<file path="src/rtl/qce_pkg.sv">
package qce_pkg;

    localparam int NCH    = 4;
    localparam int RW     = 2 * NCH;
    localparam int ADDR_W = 8;
    localparam int SYNC_STAGES = 2;

    localparam logic [ADDR_W-1:0] ADDR_STAT = 8'h60;
    localparam logic [ADDR_W-1:0] ADDR_EN   = 8'h69;
    localparam logic [ADDR_W-1:0] ADDR_FLT  = 8'h6C;

    typedef enum logic [1:0] {
        GRP_ALL   = 2'b00,
        GRP_PAIR  = 2'b01,
        GRP_INDEP = 2'b10,
        GRP_BAD   = 2'b11
    } grp_e;

    typedef enum logic [1:0] {
        RSP_ALERT = 2'b00,
        RSP_PG    = 2'b01,
        RSP_OFF   = 2'b10,
        RSP_BAD   = 2'b11
    } rsp_e;

    typedef struct packed {
        rsp_e           rsp;
        grp_e           grp;
        logic [NCH-1:0] on;
    } stat_t;

    function automatic logic maj3(input logic a, input logic b, input logic c);
        return (a & b) | (a & c) | (b & c);
    endfunction

    function automatic logic [RW-1:0] en_boot(input logic hw);
        logic [RW-1:0] v;
        v = '0;
        for (int i = 0; i < NCH; i++) begin
            v[2*i+1] = hw;
        end
        return v;
    endfunction

    function automatic logic rsp_drops_pg(input rsp_e r);
        return r != RSP_ALERT;
    endfunction

    function automatic logic rsp_shuts(input rsp_e r);
        return (r == RSP_OFF) || (r == RSP_BAD);
    endfunction

endpackage

</file>
<file path="src/rtl/qce_sync.sv">
module qce_sync #(
    parameter int W      = 1,
    parameter int STAGES = 2
) (
    input  logic         clk,
    input  logic         rst,
    input  logic [W-1:0] d,
    output logic [W-1:0] q
);

    for (genvar b = 0; b < W; b++) begin : g_bit
        logic [STAGES-1:0] chain;
        always_ff @(posedge clk) begin
            if (rst) begin
                chain <= '0;
            end else begin
                chain <= {chain[STAGES-2:0], d[b]};
            end
        end
        assign q[b] = chain[STAGES-1];
    end

endmodule

</file>
<file path="src/rtl/qce_en_reg.sv">
module qce_en_reg
    import qce_pkg::*;
(
    input  logic          clk,
    input  logic          rst,
    input  logic          uvlo_ok,
    input  logic          hw_en,
    input  logic          wr,
    input  logic [RW-1:0] wdata,
    output logic [RW-1:0] en_q
);

    logic uvlo_q;
    logic release_edge;

    assign release_edge = uvlo_ok & ~uvlo_q;

    always_ff @(posedge clk) begin
        if (rst) begin
            uvlo_q <= 1'b0;
            en_q   <= '0;
        end else begin
            uvlo_q <= uvlo_ok;
            if (release_edge) begin
                en_q <= en_boot(hw_en);
            end else if (wr) begin
                en_q <= wdata;
            end
        end
    end

endmodule

</file>
<file path="src/rtl/qce_fault.sv">
module qce_fault
    import qce_pkg::*;
(
    input  logic           clk,
    input  logic           rst,
    input  logic [NCH-1:0] fault_crit,
    input  rsp_e           rsp,
    input  logic           clr_wr,
    input  logic [NCH-1:0] clr_mask,
    input  logic [NCH-1:0] pair_zero,
    output logic [NCH-1:0] flt,
    output logic [NCH-1:0] lock
);

    logic shut_mode;
    assign shut_mode = rsp_shuts(rsp);

    for (genvar n = 0; n < NCH; n++) begin : g_ch
        always_ff @(posedge clk) begin
            if (rst) begin
                flt[n]  <= 1'b0;
                lock[n] <= 1'b0;
            end else begin
                if (fault_crit[n]) begin
                    flt[n] <= 1'b1;
                end else if (clr_wr && clr_mask[n]) begin
                    flt[n] <= 1'b0;
                end

                if (fault_crit[n] && shut_mode) begin
                    lock[n] <= 1'b1;
                end else if (pair_zero[n]) begin
                    lock[n] <= 1'b0;
                end
            end
        end
    end

endmodule

</file>
<file path="src/rtl/quad_chan_enable.sv">
module quad_chan_enable
    import qce_pkg::*;
(
    input  logic              clk,
    input  logic              rst,
    input  logic              uvlo_ok,
    input  logic              hw_en,
    input  logic [NCH-1:0]    on_lvl,
    input  logic [1:0]        grp_lvl,
    input  logic [1:0]        rsp_lvl,
    input  logic [NCH-1:0]    fault_crit,
    input  logic              reg_we,
    input  logic [ADDR_W-1:0] reg_addr,
    input  logic [RW-1:0]     reg_wdata,
    output logic [RW-1:0]     reg_rdata,
    output logic [NCH-1:0]    gate_on,
    output logic [NCH-1:0]    pg_ok,
    output logic              alert
);

    localparam int STAT_W = $bits(stat_t);

    stat_t          stat_s;
    logic [1:0]     prot_s;
    logic [RW-1:0]  en_q;
    logic [NCH-1:0] flt;
    logic [NCH-1:0] lock;
    logic [NCH-1:0] pair_zero;
    logic [NCH-1:0] vote;

    qce_sync #(.W(STAT_W), .STAGES(SYNC_STAGES)) u_sync (
        .clk (clk),
        .rst (rst),
        .d   ({rsp_lvl, grp_lvl, on_lvl}),
        .q   (stat_s)
    );

    assign prot_s = stat_s.rsp;

    qce_en_reg u_en (
        .clk     (clk),
        .rst     (rst),
        .uvlo_ok (uvlo_ok),
        .hw_en   (hw_en),
        .wr      (reg_we && (reg_addr == ADDR_EN)),
        .wdata   (reg_wdata),
        .en_q    (en_q)
    );

    for (genvar n = 0; n < NCH; n++) begin : g_vote
        assign pair_zero[n] = ~en_q[2*n] & ~en_q[2*n+1];
        assign vote[n]      = maj3(en_q[2*n], en_q[2*n+1], stat_s.on[n]);
    end

    qce_fault u_fault (
        .clk        (clk),
        .rst        (rst),
        .fault_crit (fault_crit),
        .rsp        (stat_s.rsp),
        .clr_wr     (reg_we && (reg_addr == ADDR_FLT)),
        .clr_mask   (reg_wdata[NCH-1:0]),
        .pair_zero  (pair_zero),
        .flt        (flt),
        .lock       (lock)
    );

    assign gate_on = {NCH{uvlo_ok}} & vote & ~lock;
    assign pg_ok   = gate_on & ~(flt & {NCH{rsp_drops_pg(stat_s.rsp)}});
    assign alert   = |flt;

    always_comb begin
        case (reg_addr)
            ADDR_STAT: reg_rdata = stat_s;
            ADDR_EN:   reg_rdata = en_q;
            ADDR_FLT:  reg_rdata = {{(RW-NCH){1'b0}}, flt};
            default:   reg_rdata = '0;
        endcase
    end

endmodule

</file>
<file path="config.mk">
export PLATFORM = sky130hd
export DESIGN_NAME = quad_chan_enable
export DESIGN_NICKNAME = d
export VERILOG_FILES = /design/src/rtl/qce_pkg.sv /design/src/rtl/qce_sync.sv /design/src/rtl/qce_en_reg.sv /design/src/rtl/qce_fault.sv /design/src/rtl/quad_chan_enable.sv
export SDC_FILE = /design/constraint.sdc
export NUM_CORES = 1
export LEC_CHECK = 0
export ABC_AREA = 1
export BUFFER_PORTS_ARGS = -buffer_cell sky130_fd_sc_hd__buf_2
export CAP_MARGIN = 20
export CELL_PAD_IN_SITES_DETAIL_PLACEMENT = 0
export CELL_PAD_IN_SITES_GLOBAL_PLACEMENT = 1
export CORE_MARGIN = 4
export CORE_UTILIZATION = 34
export DETAILED_ROUTE_END_ITERATION = 10
export PLACE_DENSITY_LB_ADDON = 0.12
export SLEW_MARGIN = 20
export SYNTH_ARGS = -nofsm -noshare
export SYNTH_HDL_FRONTEND = slang
export SYNTH_SLANG_ARGS = --single-unit
</file>
<file path="constraint.sdc">
create_clock -name clk -period 1.3 [get_ports clk]
set_clock_uncertainty 0.05 [all_clocks]
set_input_delay 0.195 -clock clk [delete_from_list [all_inputs] [get_ports clk]]
set_output_delay 0.195 -clock clk [all_outputs]
set_load 0.05 [all_outputs]
</file>
# == After elaboration in Yosys (flattened, before gate mapping) ==
# Index checks and enable logic that the tools add are counted.
# totals
out_inout_bits,17
wordCells,106
ff_bits,33
in_bits,33
# op_classes
n_eq_ne,5
n_mux,19
reduce_logical,23
n_bitwise,40
# op_table
operator,count
equality test 8 x 7 -> 1 bit (second input constant),3
one-hot mux 8 bit (3 select lines),1
nonzero test 2 bit,10
AND 1 bit,17
AND 4 bit,4
two-way mux 1 bit,16
two-way mux 8 bit,2
logical AND 1 bit,10
NOT 1 bit,9
NOT 4 bit,2
OR 1 bit,8
equality test 2 bit (second input constant),2
OR reduction 4 bit,1
OR reduction 2 bit,1
logical OR 1 bit,1

# == Logic depth before layout (Yosys ltp) ==
# Gate-level depths: netlist of run 1.
# depth
depth_word,6
depth_mapped,9
ltp_nobuf,9

# == Cells and area by module ==
# Synthesis of run 1 repeated with hierarchy kept, for this count alone.
# unflattened
hier_cells,248
area_unflattened_um2,1710.4
# modules_own_cells
module,seq_area_each_um2,cells_each,instances,area_per_inst_um2
qce_sync,320.3,58,1,534.3
qce_en_reg,180.2,63,1,431.7
quad_chan_enable,0.0,86,1,427.9
qce_fault,160.2,41,1,316.6

# == Worst setup path before layout of run 1 ==
# Ideal clock, no wire load.
# synth_path
kind,register to output
startpoint,register u_en.en_q[4]
endpoint,output pg_ok[2]
path_slack_ps,-1804
stages_incl_launch_ff,4
arrival_time_ps,2859
t_required_ps,1055
path_buffers,0
path_cell_list,dfxtp_1 > nor2_1 > nor4_1 > a21boi_1
# synth_via
elab_chain_cells,6
elab_cells_between_ends,7
cone_classes,bitwise (7)
# synth_lines
element,line_no,text
from (decl),qce_en_reg.sv:10,output logic [RW-1:0] en_q
from (signal assigned),qce_en_reg.sv:25,en_q <= en_boot(hw_en);
from (signal assigned),qce_en_reg.sv:27,en_q <= wdata;
AND 1 bit,qce_pkg.sv:33,return (a & b) | (a & c) | (b & c);
OR 1 bit (*) (2 in a row),qce_pkg.sv:33,
AND 4 bit (*) (2 in a row),quad_chan_enable.sv:67,assign gate_on = {NCH{uvlo_ok}} & vote & ~lock;
named net gate_on[2],quad_chan_enable.sv:16,"output logic [NCH-1:0] gate_on,"
AND 4 bit (*),quad_chan_enable.sv:68,assign pg_ok = gate_on & ~(flt & {NCH{rsp_drops_pg(stat_s.rsp)}});
to (decl),quad_chan_enable.sv:17,"output logic [NCH-1:0] pg_ok,"
# Mark *: on every way through the listed nets, which the timed path passes. The rest lies on a longest branch.

# == Worst setup path after layout of run 1 ==
# layout_path
startpoint,register u_en.en_q[0]
endpoint,output pg_ok[0]
# layout_via
elab_chain_cells,6
elab_cells_between_ends,7
cone_classes,bitwise (7)
# layout_lines
element,line_no
AND 1 bit,qce_pkg.sv:33
OR 1 bit (*) (2 in a row),qce_pkg.sv:33
AND 4 bit (*) (2 in a row),quad_chan_enable.sv:67
AND 4 bit (*),quad_chan_enable.sv:68
# Every way passes the cells marked *; elsewhere a longest branch is shown, timed or not.

==> results of run 1 <==
==> what timing repair did <==
| item | CTS | global route |
|---|---|---|
| pin swaps | 18 | 15 |
| resized for setup | 101 | 15 |
| setup buffers | 10 | 11 |
| setup endpoints to repair | 17 | 17 |
==> registers in the layout, indices dropped and copies added (netlist names) <==
| name | count |
|---|---|
| u_sync.g_bit.chain | 16 |
| u_en.en_q | 8 |
| u_fault.flt | 4 |
| u_fault.lock | 4 |
| u_en.uvlo_q | 1 |
==> power by group <==
part           switching [W]  total (W)  internal (W)
clock               0.000396    0.00102      0.000623
combinational       0.000221   0.000418      0.000197
sequential         0.0000340    0.00108       0.00105
total               0.000651    0.00252       0.00187
==> worst max-delay path, cell delays in order, from the launching register on <==
cell      delay, ns
dfxtp_4        0.37
buf_4          0.12
nor2_4         0.04
nor4_4         0.18
a21boi_4       0.24
buf_6          0.17
==> Yosys cell counts <==
master	count	share of area (%)
nand2_4	1	0.74
o21ai_0	8	2.6
or4_1	1	0.50
a21boi_1	1	0.50
o22ai_1	2	0.83
nor2_2	1	0.41
clkbuf_1	1	0.25
inv_2	1	0.25
nor4_1	1	0.41
nor2_1	38	9.4
o211ai_1	3	1.5
nand2_1	40	9.9
nor2_4	3	2.2
buf_2	2	0.66
nand2_2	3	1.2
a21oi_1	16	5.3
nand3_4	1	1.2
nand3_1	8	2.6
dfxtp_1	33	44
o221ai_1	1	0.58
nor4_2	3	2.5
clkinv_1	1	0.25
inv_1	44	11
a21boi_0	3	1.5
==> area by class of cell <==
cell class | count | share of cell area [%]
Tap cell | 50 | 2.24
Inverter | 46 | 7.00
Sequential cell | 33 | 25.0
Clock buffer | 6 | 2.96
Timing Repair Buffer | 89 | 27.1
Clock inverter | 2 | 1.35
Multi-Input combinational cell | 134 | 34.4
==> final timing paths <==
kind / startpoint / end / cells past startpoint
worst max register to register: u_en.uvlo_q$_SDFF_PP0_ / u_en.en_q[7]$_SDFFE_PP0P_ / 8
worst min-delay path: on_lvl[0] / u_sync.g_bit[0].chain[0]$_SDFF_PP0_ / 3
worst max-delay path: u_en.en_q[0]$_SDFFE_PP0N_ / pg_ok[0] / 5
worst min register to register: u_sync.g_bit[7].chain[0]$_SDFF_PP0_ / u_sync.g_bit[7].chain[1]$_SDFF_PP0_ / 2
==> metal layers <==
layer	part of all wire (%)	GRT usage [%]	vias up
met5	0	0	-
met4	1.8	6.52	0
met2	50	31.3	39
met1	44	23.1	733
li1	-	-	854
met3	4.7	3.87	9
==> per-stage QoR <==
step                      setup TNS [ns]  cell area (um^2)  setup slack, ns
final                              -3.15              2790           -0.344
after detailed placement           -2.76              2220           -0.271
after global placement             -2.65              2220           -0.255
after floorplan                    -3.05              1730           -0.492
after CTS                          -2.84              2700           -0.321
after global routing               -3.92              2790           -0.381
==> kinds of logic after synthesis <==
kind of cell           Yosys count  synth area share (%)
and+or+nand+nor                100                  31.2
AOI/OAI and AO/OA               34                  12.8
DFF                             33                  43.7
buffers and inverters           49                  12.3
==> impl_results.md, run 1 <==
* Status: complete, but fails checks
* Failing checks: negative setup slack
* Max-cap viol count at 0
* Hold bufs inserted after CTS at 0
* Clk sinks at 33
* Worst Tran Pin Value at 0.266 ns
* Core ar. at a little over 0.004 mm^2
* WHS at approximately 0.05 ns
* Initial antenna violation count at 0
* Die Height at 74.7 um
* Layout fillers at approximately 360
* DRC errors left at 0
* First-pass GRT wire length at 7590 um
* Endpoints failing hold at 0
* DRT iter0 DRCs at 51
* Routed Antenna Nets at 0
* Util after Layout at 67.3%
* Largest net degree at the start of global routing at 21
* CP Launch Type: flop
* Overflow after GRT at 0
* Worst Path Max Fanout at 4
* Layout cells sized above 1 at 52.3%
* TritonRoute pass-1 iters at 4
* Area grow syn2layout at 84.3%
* Critical path class: reg2out
* Pwr per Cell Area at ~900 mW/mm^2
* Cells after DPL at between 300 and 400
* Commonest cells after routing, fill and taps aside: 38 x inv_1, 32 x buf_4, 31 x nor2_1, 31 x nand2_1, 26 x buf_2
* Peak VDD IR at between 0.5 and 0.6 mV
* Post-DP HPWL at approximately 3400 um
* Worst hold path class: in2reg
* Gpl congestion at a little over 0.8
* Tmin final at about 1.6 ns
* H-tree levels at 2
* Clk_lat worst skew at a little under 0.3 ns
* CTS tree: done
* Fin nets at 342
* Slew Limit Fails at 0
* CTS Buf Count at 5
* Critical Path AT at 1.40 ns
* Average cell area after synthesis at around 7.0 um^2
* Syn nets at 249
* Antenna cells at 0
* Most common cell after layout, fill and taps aside: inv_1
* RSZ-0062 raised after global routing: true
* Mapped cell area at 0.00151 mm^2
* Critical path required time at between 1 and 1.5 ns
* R2R Setup Slk at approximately 0.17 ns
* Total global-route track usage at between 10% and 20%
* PortBufs at 49
* Syn. warnings at 0
* Clk pin slew, worst setup/hold paths at ~0.07 ns
* Final setup vio count at 17
* Initial Util at a little over a third
* Final worst slack at -0.344 ns
* Core Rows at 23
* DR WL/cell at roughly 13 um
* Io pins at 50
* Max_slew headroom at ~82%
* Via count at approximately 1600
* Total Wirelength at just under 5000 um
* Register bit total from synthesis at 33
* Die width at ~75 um
* Crit share post-route at 126%
* Vias in the first global route at 1603
* DIE AREA at 0.00558 mm^2
* Register area share after synthesis at between 40% and 50%
* Final Power at roughly 0.0025 W
* Crit. End Element: primary output
* Cell variety after synth at 24
* Area of the multi-input gates at roughly 960 um^2
* P_leak at between 1 and 1.5 nW
* F_max at about 610 MHz
* Clk buf depth at 2
* Gate Count Post-Synth at about 220
* Register Area at approximately 700 um^2
* Root Buffer: clkbuf_8
* Final std cells w/o fill at 360
* Routed vias/inst at about 4.5
No activity file was read; power rests on OpenSTA's default activity.
==> run 2, diff against run 1 <==
--- a/config.mk
+++ b/config.mk
@@ -11,7 +11,7 @@
 export CELL_PAD_IN_SITES_DETAIL_PLACEMENT = 0
 export CELL_PAD_IN_SITES_GLOBAL_PLACEMENT = 1
 export CORE_MARGIN = 4
-export CORE_UTILIZATION = 34
+export CORE_UTILIZATION = 31
 export DETAILED_ROUTE_END_ITERATION = 10
 export PLACE_DENSITY_LB_ADDON = 0.12
 export SLEW_MARGIN = 20
==> constraint.sdc (replaced) <==
create_clock -name clk -period 1.5 [get_ports clk]
set_clock_uncertainty 0.05 [all_clocks]
set_input_delay 0.225 -clock clk [delete_from_list [all_inputs] [get_ports clk]]
set_output_delay 0.225 -clock clk [all_outputs]
set_load 0.05 [all_outputs]
==> run 2 against run 1 <==
Against the previous run:
- the flow still finishes with violations (negative setup slack)
- via count fell by 6.4%
- final cell count increased by 0.56%
- critical path depth fell by 1
- worst hold slack better by 0.039 ns
- global-route usage down 2.9 points
- largest cell class unchanged
- power shrank 16%
- critical path type unchanged
==> impl_results.md, run 2 (synthesized netlist as in run 1, its figures left out) <==
* Status: complete, but fails checks (unchanged)
* Failing checks: negative setup slack (unchanged)
* Critical Path AT at 1.39 ns (was 1.40 ns)
* Die width at 77.9 um (was 74.7 um)
* Pre-CTS WS at -0.127 ns (was -0.271 ns)
* Vias in the first global route at 1584 (was 1603)
* Largest net degree at the start of global routing at 17 (was 21)
* Worst Tran Pin Value at 0.267 ns (was 0.266 ns)
* Via count at 1530 (was 1635)
* Slowest CP cell: dfxtp_4 (unchanged)
* Fin nets at 327 (was 342)
* Placed Instance Area at 0.00209 mm^2 (was 0.00222 mm^2)
* Sw frac at 25.4% (was 25.8%)
* CP Launch Type: flop (unchanged)
* Most common cell after layout, fill and taps aside: inv_1 (unchanged)
* DIE AREA at 0.00606 mm^2 (was 0.00558 mm^2)
* Total global-route track usage at 15.5% (was 18.4%)
* Slew Limit Fails at 0 (unchanged)
* Crit. End Element: primary output (unchanged)
* Routed Antenna Nets at 0 (unchanged)
* CTS tree: done (unchanged)
* Initial Util at 32.0% (was 36.5%)
* Max reg flops at 16 (unchanged)
* Endpoints failing hold at 0 (unchanged)
* DRT iter0 DRCs at 85 (was 51)
* Clk pin slew, worst setup/hold paths at 0.07 ns (about the same)
* Tmin final at 1.67 ns
* Clk_lat worst skew at 0.28 ns (was 0.29 ns)
* DR WL/cell at 12.0 um (was 13.5 um)
* CTS Buf Count at 5 (unchanged)
* TritonRoute pass-1 iters at 4 (unchanged)
* F_max at around 600 MHz
* NetSw at 0.000540 W (was 0.000651 W)
* Root Buffer: clkbuf_8 (unchanged)
* Antenna cells at 0 (unchanged)
* Gpl congestion at 0.784 (was 0.810)
* Total Wirelength at 4350 um (was 4850 um)
* PortBufs at 49 (unchanged)
* Pint at 0.00158 W (was 0.00187 W)
* Most flops, register: u_sync.g_bit.chain (unchanged)
* Family with the most delay on the worst path: flip-flops (unchanged)
* Final setup vio count at 8 (was 17)
* Final worst slack at -0.168 ns (was -0.344 ns)
* Crit share post-route at 111%
* Worst Path Buf+Inv at 1 (was 2)
* Clock power frac at 41.3% (was 40.4%)
* Worst Path Max Fanout at 4 (unchanged)
* Critical path class: reg2out (unchanged)
* Peak VDD IR at 0.631 mV (was 0.583 mV)
* Logic pwr share at 14.6% (was 16.6%)
* Clk buf depth at 2 (unchanged)
* Area grow syn2layout at 68.4% (was 84.3%)
* Clk sinks at 33 (unchanged)
* Critical path required time at 1.22 ns (was 1.05 ns)
* Core Rows at 25 (was 23)
* Layout cells sized above 1 at 45.8% (was 52.3%)
* RSZ-0062 raised after global routing: true (unchanged)
* CP peak stage delay at 0.40 ns (was 0.37 ns)
* Pwr per Cell Area at 834 mW/mm^2 (was 904 mW/mm^2)
* Commonest cells after routing, fill and taps aside: 41 x inv_1, 35 x nand2_1, 33 x buf_4 (was 38 x inv_1, 32 x buf_4, 31 x nor2_1, 31 x nand2_1, 26 x buf_2)
* Max-cap viol count at 0 (unchanged)
* Post-layout instance area at 0.00255 mm^2 (was 0.00279 mm^2)
* CP cell instances: nor2_4 -> nor4_4 -> a21boi_4 -> buf_6 (was buf_4 -> nor2_4 -> nor4_4 -> a21boi_4 -> buf_6)
* P_leak at 1.14 nW (was 1.25 nW)
* Worst hold path class: in2reg (unchanged)
* Max_slew headroom at 82.1% (about the same)
* Top flop regs: u_sync.g_bit.chain (16), u_en.en_q (8) (unchanged)
* First-pass GRT wire length at 7410 um (was 7590 um)
* Routed vias/inst at 4.23 (was 4.54)
* Sequential Power Share at 44.1% (was 43.0%)
* Core ar. at 0.00472 mm^2 (was 0.00414 mm^2)
* Post-DP HPWL at 3370 um (about the same)
* Io pins at 50 (unchanged)
* Overflow after GRT at 0 (unchanged)
* H-tree levels at 2 (unchanged)
* Layout fillers at 469 (was 359)
* Die Height at 77.9 um (was 74.7 um)
* DRC errors left at 0 (unchanged)
* Initial antenna violation count at 0 (unchanged)
run 2: layout make-up:
type | instances | area, um^2 | area share (%)
Sequential cell | 33 | 691 | 27.1
Clock buffer | 6 | 82.6 | 3.24
Inverter | 46 | 190 | 7.47
Multi-Input combinational cell | 134 | 908 | 35.7
Clock inverter | 2 | 37.5 | 1.47
Timing Repair Buffer | 74 | 554 | 21.8
Tap cell | 67 | 83.8 | 3.29
run 2: layer usage:
metal  track usage, %  wire [um]
met4             3.20         22
met5                0          0
met2             26.4       2070
met1             19.7       2020
met3             4.06        241
run 2: final timing paths:
check,startpoint,to,slack [ns],cells after the start
worst max-delay path,u_en.en_q[2]$_SDFFE_PP0N_,pg_ok[1],-0.17,4
worst min-delay path,on_lvl[3],u_sync.g_bit[3].chain[0]$_SDFF_PP0_,0.09,3
worst max register to register,u_en.uvlo_q$_SDFF_PP0_,u_en.en_q[3]$_SDFFE_PP0P_,0.35,8
worst min register to register,u_sync.g_bit[0].chain[0]$_SDFF_PP0_,u_sync.g_bit[0].chain[1]$_SDFF_PP0_,0.35,2
run 2: per-stage QoR:
step / util, % / hold WS, ns / TNS (ns) / power (W) / std cells
CTS: 51.0 / 0.0848 / -0.732 / 0.00213 / 357
global placement: 44.3 / 0.341 / -0.728 / 0.00122 / 343
finish: 53.9 / 0.0892 / -0.673 / 0.00212 / 362
floorplan: - / 0.282 / -1.77 / 0.00111 / 216
detailed placement: 44.3 / 0.343 / -0.811 / 0.00122 / 343
global route: 53.9 / 0.0932 / -1.17 / 0.00223 / 362
run 2: worst min-delay path: stages:
cell and delay, ns:
buf_2 0.07, inv_1 0.03, nor2_1 0.06
run 2: timing repair:
item                                    in CTS  in global routing
hold buffers                                 0                  0
endpoints found under the hold margin        0                  0
gates resized for setup                     48                 34
pin swaps                                    9                 20
setup buffers                                6                  5
endpoints found under the setup margin      17                 16
run 2: power by group through the flow:
stage / clock, W / sequential (W) / combinational [W]
final: 0.000877 / 0.000936 / 0.000311
after global routing: 0.000940 / 0.000941 / 0.000347
after CTS: 0.000895 / 0.000938 / 0.000295
after detailed placement: 0 / 0.000960 / 0.000265
after global placement: 0 / 0.000960 / 0.000264
after floorplan: 0 / 0.000959 / 0.000148
